## config.mk

```make
export PLATFORM = sky130hd
export DESIGN_NAME = i2c_rate_sel
export DESIGN_NICKNAME = d
export VERILOG_FILES = /design/src/rtl/i2c_rate_pkg.sv /design/src/rtl/i2c_speed_reg.sv /design/src/rtl/i2c_tick_gen.sv /design/src/rtl/i2c_rate_sel.sv
export SDC_FILE = /design/constraint.sdc
export NUM_CORES = 1
export LEC_CHECK = 0
export BUFFER_PORTS_ARGS = -buffer_cell sky130_fd_sc_hd__buf_4
export CAP_MARGIN = 40
export CORE_ASPECT_RATIO = 2
export CORE_MARGIN = 5
export CORE_UTILIZATION = 40
export DETAILED_ROUTE_END_ITERATION = 7
export SLEW_MARGIN = 20
export SYNTH_ARGS = -nofsm -noshare
export SYNTH_HDL_FRONTEND = slang
export SYNTH_SLANG_ARGS = --single-unit
```

## constraint.sdc

```tcl
create_clock -name clk -period 2.4 [get_ports clk]
set_input_delay 0.48 -clock clk [delete_from_list [all_inputs] [get_ports clk]]
set_output_delay 0.48 -clock clk [all_outputs]
set_load 0.05 [all_outputs]
```

## src/rtl/i2c_rate_pkg.sv

```systemverilog
package i2c_rate_pkg;

  typedef enum logic [2:0] {
    SPD_1K   = 3'd0,
    SPD_3K   = 3'd1,
    SPD_10K  = 3'd2,
    SPD_50K  = 3'd3,
    SPD_100K = 3'd4
  } spd_e;

  localparam int NUM_SPD = 5;
  localparam logic [7:0] CAP_MASK = 8'h8F;

  function automatic int spd_rate(input int idx);
    case (idx)
      0:       return 1000;
      1:       return 3000;
      2:       return 10000;
      3:       return 50000;
      default: return 100000;
    endcase
  endfunction

  function automatic logic [2:0] spd_bitpos(input spd_e s);
    case (s)
      SPD_1K:   return 3'd0;
      SPD_3K:   return 3'd1;
      SPD_10K:  return 3'd2;
      SPD_50K:  return 3'd7;
      default:  return 3'd3;
    endcase
  endfunction

  function automatic spd_e spd_slowest(input logic [7:0] m);
    if (m[0])      return SPD_1K;
    else if (m[1]) return SPD_3K;
    else if (m[2]) return SPD_10K;
    else if (m[7]) return SPD_50K;
    else           return SPD_100K;
  endfunction

endpackage

```

## src/rtl/i2c_speed_reg.sv

```systemverilog
module i2c_speed_reg
  import i2c_rate_pkg::*;
(
  input  logic       clk,
  input  logic       rst_n,
  input  logic       strap_slow,
  input  logic       cfg_wr,
  input  logic [7:0] cfg_wdata,
  output logic [7:0] cfg_rdata,
  output spd_e       spd_now
);

  logic [7:0] masked;
  logic       hit;
  logic       written_q;
  spd_e       code_q;

  assign masked = cfg_wdata & CAP_MASK;
  assign hit    = |masked;

  always_ff @(posedge clk or negedge rst_n) begin
    if (!rst_n) begin
      written_q <= 1'b0;
      code_q    <= SPD_50K;
    end else if (cfg_wr && hit) begin
      written_q <= 1'b1;
      code_q    <= spd_slowest(masked);
    end
  end

  always_comb begin
    if (written_q)       spd_now = code_q;
    else if (strap_slow) spd_now = SPD_10K;
    else                 spd_now = SPD_50K;
  end

  assign cfg_rdata = 8'h01 << spd_bitpos(spd_now);

  assert_readback_onehot_R1: assert property (@(posedge clk) disable iff (!rst_n)
    ($countones(cfg_rdata) == 1) && ((cfg_rdata & ~CAP_MASK) == 8'h00));

  assert_lowest_wins_R3: assert property (@(posedge clk) disable iff (!rst_n)
    (cfg_wr && cfg_wdata[0]) |=> (cfg_rdata == 8'h01));

  assert_empty_mask_ignored_R4: assert property (@(posedge clk) disable iff (!rst_n)
    (cfg_wr && !hit && written_q) |=> $stable(cfg_rdata));

  assert_strap_locked_R6: assert property (@(posedge clk) disable iff (!rst_n)
    (written_q && !cfg_wr) |=> $stable(cfg_rdata));

endmodule

```

## src/rtl/i2c_tick_gen.sv

```systemverilog
module i2c_tick_gen
  import i2c_rate_pkg::*;
#(
  parameter int CLK_HZ = 27_000_000
) (
  input  logic       clk,
  input  logic       rst_n,
  input  spd_e       spd_req,
  output logic       qtick,
  output logic [1:0] tick_phase
);

  localparam int MAX_DIV = (CLK_HZ + 2 * 1000) / (4 * 1000);
  localparam int DIV_W   = $clog2(MAX_DIV + 1) + 1;

  logic [DIV_W-1:0] div_tab [NUM_SPD];

  for (genvar g = 0; g < NUM_SPD; g++) begin : g_div
    localparam int RATE = spd_rate(g);
    localparam int DIVV = (CLK_HZ + 2 * RATE) / (4 * RATE);
    assign div_tab[g] = DIV_W'((DIVV < 1) ? 1 : DIVV);
  end

  logic [DIV_W-1:0] req_div;
  logic [DIV_W-1:0] act_div;
  logic [DIV_W-1:0] cnt;
  logic [1:0]       q;
  logic             primed;

  always_comb begin
    case (spd_req)
      SPD_1K:  req_div = div_tab[0];
      SPD_3K:  req_div = div_tab[1];
      SPD_10K: req_div = div_tab[2];
      SPD_50K: req_div = div_tab[3];
      default: req_div = div_tab[4];
    endcase
  end

  always_ff @(posedge clk or negedge rst_n) begin
    if (!rst_n) begin
      primed  <= 1'b0;
      act_div <= '0;
      cnt     <= '0;
      q       <= 2'd0;
    end else if (!primed) begin
      primed  <= 1'b1;
      act_div <= req_div;
      cnt     <= req_div - 1'b1;
      q       <= 2'd0;
    end else if (cnt == '0) begin
      q <= q + 2'd1;
      if (q == 2'd3) begin
        act_div <= req_div;
        cnt     <= req_div - 1'b1;
      end else begin
        cnt <= act_div - 1'b1;
      end
    end else begin
      cnt <= cnt - 1'b1;
    end
  end

  assign qtick      = primed && (cnt == '0);
  assign tick_phase = q;

  assert_phase_steps_R7: assert property (@(posedge clk) disable iff (!rst_n)
    qtick |=> (tick_phase == $past(tick_phase) + 2'd1));

  assert_phase_holds_R7: assert property (@(posedge clk) disable iff (!rst_n)
    (primed && !qtick) |=> $stable(tick_phase));

  assert_div_at_boundary_R8: assert property (@(posedge clk) disable iff (!rst_n)
    (qtick && tick_phase != 2'd3) |=> $stable(act_div));

endmodule

```

## src/rtl/i2c_rate_sel.sv

```systemverilog
module i2c_rate_sel
  import i2c_rate_pkg::*;
#(
  parameter int CLK_HZ = 27_000_000
) (
  input  logic       clk,
  input  logic       rst_n,
  input  logic       strap_slow,
  input  logic       cfg_wr,
  input  logic [7:0] cfg_wdata,
  output logic [7:0] cfg_rdata,
  output logic       qtick,
  output logic [1:0] tick_phase
);

  spd_e spd_now;

  i2c_speed_reg u_reg (
    .clk        (clk),
    .rst_n      (rst_n),
    .strap_slow (strap_slow),
    .cfg_wr     (cfg_wr),
    .cfg_wdata  (cfg_wdata),
    .cfg_rdata  (cfg_rdata),
    .spd_now    (spd_now)
  );

  i2c_tick_gen #(.CLK_HZ(CLK_HZ)) u_tick (
    .clk        (clk),
    .rst_n      (rst_n),
    .spd_req    (spd_now),
    .qtick      (qtick),
    .tick_phase (tick_phase)
  );

endmodule

```

# ---- Yosys cells after proc, flatten, opt, wreduce, memory -nomap -nowiden
# Cells that the tools add are included.
dict set report totals {
  reg_bits 35
  input_bits 12
  output_inout_bits 11
  elab_cells 39
}
dict set report op_classes {
  add_sub_neg 4
  eq_ne 6
  shift 1
  mux 16
  reduce_logical 6
}
# cell count
set op_table {}
lappend op_table {{14-bit 2-to-1 mux} 6}
lappend op_table {{13-bit one-hot mux with 4 select lines} 1}
lappend op_table {{14-bit by 1-bit subtractor with 14-bit output, second input constant} 2}
lappend op_table {{3-bit 2-to-1 mux} 5}
lappend op_table {{14-bit logical NOT} 1}
lappend op_table {{13-bit by 1-bit subtractor with 14-bit output, second input constant} 1}
lappend op_table {{3-bit one-hot mux with 4 select lines} 1}
lappend op_table {{1-bit by 3-bit left shift with 8-bit output, first input constant} 1}
lappend op_table {{3-bit by 2-bit == test with 1-bit output, second input constant} 2}
lappend op_table {{5-bit OR reduction} 1}
lappend op_table {{2-bit 2-to-1 mux} 2}
lappend op_table {{2-bit inequality test, second input constant} 2}
lappend op_table {{3-bit by 1-bit == test with 1-bit output, second input constant} 1}
lappend op_table {{3-bit logical NOT} 1}
lappend op_table {{2-bit by 1-bit adder with 2-bit output, second input constant} 1}
lappend op_table {{2-bit == test, second input constant} 1}
lappend op_table {{1-bit logical AND} 2}
lappend op_table {{2-bit AND reduction} 1}
lappend op_table {{1-bit 2-to-1 mux} 1}

# ---- Depth between registers and ports, before layout
# Gate-level depths: netlist (run 1).
dict set report depth {
  ltp_word 8
  mapped_depth 8
  mapped_depth_nobuf 8
}

# ---- Cells and area by module
# A second synthesis (run 1) with hierarchy kept.
dict set report unflattened {
  hier_cells 217
  area_unflattened_um2 1978.1
}
# mod n_inst cells_each area_per_inst_um2 seq_area_each_um2
set by_module_without_submodules {}
lappend by_module_without_submodules {i2c_tick_gen 1 185 1692.9 650.6}
lappend by_module_without_submodules {i2c_speed_reg 1 32 285.3 102.6}

# ---- Worst setup path after synthesis (run 1)
# No wires, ideal clock.
dict set report synth_timing {
  kind {register to output}
  startpoint {register u_tick.cnt[0]}
  endpoint {output port qtick}
  arrival_time_ps 2386
  required_time_ps 1920
  setup_slack_ps -466
  stages_incl_launch_ff 7
  path_buffers 1
  path_cell_list {dfrtp_1 inv_1 ha_1 or4b_1 or4_4 buf_6 nor2_1}
}
dict set report synth_between {
  elab_chain_cells 2
}
# element line
set synth_rtl {}
lappend synth_rtl {{from (decl)} i2c_tick_gen.sv:26} ;# logic [DIV_W-1:0] cnt;
lappend synth_rtl {{from (signal assigned)} i2c_tick_gen.sv:49} ;# cnt <= req_div - 1'b1;
lappend synth_rtl {{from (signal assigned)} i2c_tick_gen.sv:55} ;# cnt <= req_div - 1'b1;
lappend synth_rtl {{from (signal assigned)} i2c_tick_gen.sv:57} ;# cnt <= act_div - 1'b1;
lappend synth_rtl {{14-bit logical NOT} i2c_tick_gen.sv:64} ;# assign qtick = primed && (cnt == '0);
lappend synth_rtl {{1-bit logical AND} i2c_tick_gen.sv:64}
lappend synth_rtl {{to (decl)} i2c_rate_sel.sv:12} ;# output logic qtick,
# No other way between the ends.

# ---- Worst setup path in the final report (run 1)
dict set report layout_timing {
  startpoint {register u_tick.cnt[1]}
  endpoint {output port qtick}
}
# The elaborated chain is that of the path after synthesis.

==> results of run 1 <==
## path summary, 6_finish.rpt
path | endpoint | slack (ns)
worst max-delay path | qtick | -0.23
worst min-delay path | u_tick.act_div[6] | 0.12
worst max register to register | u_tick.cnt[7] | -0.05
worst min register to register | u_tick.cnt[12] | 0.48
max in group asynchronous | u_reg.code_q[1] | 1.95
min in group clk | u_reg.code_q[0] | 0.36
## critical path: cells and delay by family (launching register included)
family	cells	cell delay, ns
flip-flops	1	0.38
buffers and inverters	2	0.23
adder cells (fa/ha/maj)	1	0.12
AND/OR/NAND/NOR	3	1.12
## repair_timing
action,in CTS,in global routing
setup buffers,3,0
endpoints found under the setup margin,2,7
pin swaps,3,0
resized for setup,7,2
## power by group through the flow
stage                     clock, mW  combinational [mW]  sequential (mW)
after floorplan                   0               0.274            0.621
after global placement            0               0.417            0.632
after detailed placement          0               0.422            0.633
after CTS                     0.440               0.439            0.626
after global routing          0.459               0.488            0.636
final                         0.432               0.444            0.626
## sequential cells by signal (all words and copies together), names as in the netlist
name and cells:
u_tick.act_div 9, u_tick.cnt 14, u_tick.primed 1, u_reg.written_q 1, u_tick.tick_phase 2, u_reg.code_q 3
## through the flow
| step | cells | instance area, um2 | TNS (ns) | worst slack (ns) |
|---|---|---|---|---|
| 5_1_grt | 303 | 2379 | -0.7228 | -0.3073 |
| 4_1_cts | 303 | 2369 | -0.3027 | -0.2452 |
| 6_report | 303 | 2379 | -0.2825 | -0.2290 |
| 3_5_place_dp | 292 | 2227 | -0.05965 | -0.04911 |
| 2_1_floorplan | 214 | 1972 | -0.07851 | -0.07851 |
| 3_3_place_gp | 292 | 2227 | -0.02489 | -0.02489 |
## cells in the final DEF, fill, tap and decap left out, types with 6 or more instances in the layout
| cell type | count |
|---|---|
| nand2_1 | 11 |
| buf_4 | 38 |
| dfrtp_1 | 28 |
| inv_1 | 6 |
| nor2_1 | 26 |
| a21oi_1 | 13 |
| nor3_1 | 9 |
| o31ai_1 | 8 |
| o21ai_0 | 6 |
| clkbuf_8 | 6 |
| xnor2_1 | 7 |
## cells in the mapped netlist, types with 5 or more instances
cell type  instances  area [um2]
a21oi_1           15       75.07
clkbuf_1           5       18.77
dfrtp_1           28       700.7
ha_1               5       62.56
inv_1              8       30.03
mux2i_1            5       50.05
nand2_1           11       41.29
nor2_1            27       101.4
nor3_1             9       45.04
o21ai_0            6       30.03
o31ai_1            8       60.06
or4_1              5       37.54
xnor2_1            7       61.31
## metal layers
layer / GRT usage [%] / part of all wire (%)
met1: 17.36 / 33
met2: 36.07 / 59
met3: 1.896 / 2.8
met4: 10.70 / 5.0
met5: 0 / 0
## final cells by class
cell class              instances  area [um2]
clock inverters                 2       12.51
repair buffers                 40       320.3
inverters                       9       33.78
well taps                      57       71.32
clock buffers                   6       82.58
fillers                       459        2441
multi-input cells             159        1105
flip-flops and latches         30       753.2
## cell families after synthesis
family          share of synthesized area, %
buf+inv                                7.175
mux                                    2.563
compound gates                         19.28
other cells                           0.3845
fa+ha+maj                              3.203
simple gates                           24.34
xor+xnor                               4.485
flops                                  38.56
==> flow_summary.json, run 1 <==
{
  "outcome": "complete, but fails checks",
  "violations": "setup timing",
  "post-route-period-util_pct": 109.5,
  "num_rows": 36,
  "tightest_slew_ns": 0.5107,
  "final.setup.worst_slack_ns": -0.2290,
  "cts_root_buf": "clkbuf_8",
  "syn_area_um2": 1953,
  "rsz0062_at_grt": "true",
  "ios": 23,
  "fin_util_pct": 49.35,
  "ant_nets": 0,
  "cts_tree": "yes",
  "max_cap_violations": 0,
  "grt_max_degree": 31,
  "track_usage_pct": 18.51,
  "start_util_pct": 40.52,
  "first_global_vias": 1772,
  "start_kind": "register",
  "crit_fanout": 2,
  "fin_crit_ns": 2.629,
  "pwr-share-comb_pct": 29.5,
  "finClkSkew_ns": 0.008226,
  "endpoint_kind": "output port",
  "intPower_mw": 0.9903,
  "synth_area_per_cell_um2": 9.213,
  "dpl.hpwl_um": 4173,
  "antenna_found_initial": 0,
  "required_ns": 1.92,
  "finalSetupViolCount": 2,
  "dr.pass1.iters": 6,
  "area_growth_pct": 21.78,
  "grt.overflow.total": 0,
  "via_per_inst": 5.736,
  "worst_hold_path_type": "primary input to asynchronous set/reset pin",
  "dieArea_um2": 6465,
  "clockBufferDepth": 2,
  "synth_cell_types": 60,
  "hold_violations": 0,
  "cts.sinks": 30,
  "grt_first_pass_wirelength_um": 8790,
  "wire_per_inst_um": 17.52,
  "synthArstFlopShare_pct": 100.0,
  "die_y_um": 108.8,
  "worstRegToRegCells": 7,
  "hold_buffers": 0,
  "synth-edff-count": 0,
  "arrival_ns": 2.15,
  "vdd_drop_max_mv": 0.5153,
  "slowest_stage": "or4_4",
  "p_leak_nw": 0.9990,
  "power_switching_mw": 0.5120,
  "critical_path.max_stage_delay_ns": 0.53,
  "vias": 1738,
  "seq_power_share_pct": 41.7,
  "maxSlewHeadroom_pct": 65.07,
  "ys.flop_type": "dfrtp_1",
  "reg2reg_from": "u_tick.cnt[1]",
  "gp_congestion": 0.7943,
  "clkLatencyLatePin_ns": 0.29,
  "p_sw_share_pct": 34.08,
  "final-max-slew-violation-count": 0,
  "synth_seq_cells": 30,
  "routed_wl_um": 5309,
  "port_buffers": 16,
  "drt_iter0_drc": 51,
  "ys_seq_area_share_pct": 38.57,
  "fmax_mhz": 380.4,
  "total_power_mw": 1.502,
  "htreeDepth": 2,
  "worstPathCellList": "inv_2 > ha_4 > or4b_4 > or4_4 > nor2_4 > buf_8",
  "fp.dieW_um": 59.41,
  "core_area_um2": 4820,
  "cellPowerDensity_nw_per_um2": 631.6,
  "synth_cells": 212,
  "path_clk_slew_ns": 0.07,
  "hold_ws_ns": 0.1158,
  "route.detailed.drc": 0,
  "ys.warnings.count": 0,
  "drive_gt1_share_pct": 28.46,
  "insertedDiodeCount": 0,
  "clock_power_share_pct": 28.8,
  "critPathLaunch": "u_tick.cnt[1]",
  "cts_buffers": 5,
  "critical_path_class": "register to output port",
  "nets": 262
}
Note: power is estimated with default switching activity, not from simulation.
==> run 2, diff against run 1 <==
--- a/config.mk
+++ b/config.mk
@@ -11,6 +11,7 @@
 export CORE_MARGIN = 5
 export CORE_UTILIZATION = 40
 export DETAILED_ROUTE_END_ITERATION = 7
+export SETUP_SLACK_MARGIN = 0.3
 export SLEW_MARGIN = 20
 export SYNTH_ARGS = -nofsm -noshare
 export SYNTH_HDL_FRONTEND = slang
==> flow_summary.json, run 2 (synthesis gave the netlist of run 1 again) <==
{
  "outcome": "complete, but fails checks",
  "violations": "setup timing",
  "routed_wl_um": 5407,
  "finClkSkew_ns": 0.006001,
  "track_usage_pct": 18.15,
  "cts_root_buf": "clkbuf_8",
  "core_area_um2": 4820,
  "drt_iter0_drc": 43,
  "max_cap_violations": 0,
  "num_rows": 36,
  "final.setup.worst_slack_ns": -0.1942,
  "area_growth_pct": 32.54,
  "p_sw_share_pct": 31.89,
  "rsz0062_at_grt": "true",
  "hold_violations": 0,
  "crit_fanout": 2,
  "start_kind": "register",
  "cts_tree": "yes",
  "hold_ws_ns": 0.1227,
  "top_register": "u_tick.cnt",
  "arrival_ns": 2.11,
  "post-route-period-util_pct": 108.1,
  "intPower_mw": 1.104,
  "clock_power_share_pct": 30.6,
  "start_util_pct": 40.52,
  "critical_path_class": "register to output port",
  "final-max-slew-violation-count": 0,
  "fp.dieW_um": 59.41,
  "p_leak_nw": 1.091,
  "cts_buffers": 5,
  "grt.overflow.total": 0,
  "layout_common_cells": "44 x buf_4, 26 x dfrtp_1, 24 x nor2_1",
  "tightest_slew_ns": 0.5360,
  "nets": 274,
  "required_ns": 1.92,
  "seq_power_share_pct": 38.7,
  "antenna_found_initial": 0,
  "layout.cells.most_common": "buf_4",
  "cellPowerDensity_nw_per_um2": 626.1,
  "dieArea_um2": 6465,
  "finalSetupViolCount": 2,
  "clockBufferDepth": 2,
  "via_per_inst": 5.625,
  "maxSlewHeadroom_pct": 63.76,
  "fin_util_pct": 53.71,
  "endpoint_kind": "output port",
  "dr.pass1.iters": 4,
  "route.detailed.drc": 0,
  "drive_gt1_share_pct": 37.21,
  "first_global_vias": 1825,
  "insertedDiodeCount": 0,
  "pre_cts_slack_ns": -0.04647,
  "path_clk_slew_ns": 0.06,
  "largest_register_ffs": 14,
  "clkLatencyLatePin_ns": 0.28,
  "vdd_drop_max_mv": 0.4158,
  "power_switching_mw": 0.5168,
  "fin_crit_ns": 2.594,
  "gp_congestion": 0.7874,
  "cts.sinks": 30,
  "grt_max_degree": 31,
  "reg.largest.list": "u_tick.cnt: 14 flops, u_tick.act_div: 9 flops, u_reg.code_q: 3 flops",
  "port_buffers": 16,
  "die_y_um": 108.8,
  "wire_per_inst_um": 17.17,
  "htreeDepth": 2,
  "ant_nets": 0,
  "grt_first_pass_wirelength_um": 8728,
  "vias": 1772,
  "worst_hold_path_type": "primary input to asynchronous set/reset pin",
  "ios": 23,
  "fmax_mhz": 385.5,
  "pwr-share-comb_pct": 30.7,
  "dpl.hpwl_um": 4098
}
-- run 2: area by class of cell --
class | instances | area [um2]
Sequential cell | 30 | 755.7
Multi-Input combinational cell | 159 | 1194
Clock buffer | 7 | 76.32
Fill cell | 435 | 2231
Tap cell | 57 | 71.32
Timing Repair Buffer | 52 | 427.9
Inverter | 9 | 33.78
Clock inverter | 1 | 30.03
-- run 2: worst max-delay path, stage by stage, from the launching register on --
cell	delay, ns
dfrtp_1	0.38
inv_2	0.08
ha_4	0.12
or4b_4	0.46
or4_4	0.53
nor2_4	0.11
buf_8	0.15
-- run 2: what timing repair did --
action,4_1_cts,5_1_grt
endpoints found under the setup margin,25,25
hold buffers,0,0
buffers inserted,6,4
pin swaps,5,9
gates resized for setup,15,23
cloned,0,1
-- run 2: through the flow --
step	area, um2	setup TNS [ns]	std cells	power [mW]
after floorplan	1977	-0.05787	214	0.8959
after global placement	2247	-0.02058	296	1.051
after detailed placement	2247	-0.04647	296	1.059
after CTS	2455	-0.4298	310	1.593
after global routing	2589	-0.7156	315	1.705
final	2589	-0.2497	315	1.621
-- run 2: worst paths after layout --
kind | from | to | slack [ns] | cells after the start
setup / recovery | u_tick.cnt[0] | qtick | -0.19 | 6
hold / removal | rst_n | u_tick.primed | 0.12 | 1
setup reg to reg | u_tick.cnt[0] | u_tick.cnt[7] | -0.06 | 7
hold reg to reg | u_reg.code_q[0] | u_reg.code_q[0] | 0.52 | 2
max in group asynchronous | rst_n | u_reg.code_q[0] | 1.94 | 1
min in group clk | cfg_wdata[0] | u_reg.code_q[0] | 0.38 | 2
-- run 2: power groups by stage --
stage               combinational [mW]  sequential (mW)  clock (mW)
detailed placement               0.429            0.630           0
CTS                              0.459            0.624       0.509
floorplan                        0.275            0.621           0
global placement                 0.423            0.628           0
global route                     0.539            0.635       0.530
finish                           0.497            0.627       0.497
-- run 2: layer usage --
| layer | GRT usage (%) | routed length, um |
|---|---|---|
| met4 | 11.51 | 244 |
| met3 | 2.488 | 150 |
| met2 | 33.80 | 3178 |
| met5 | 0 | 0 |
| met1 | 17.67 | 1835 |
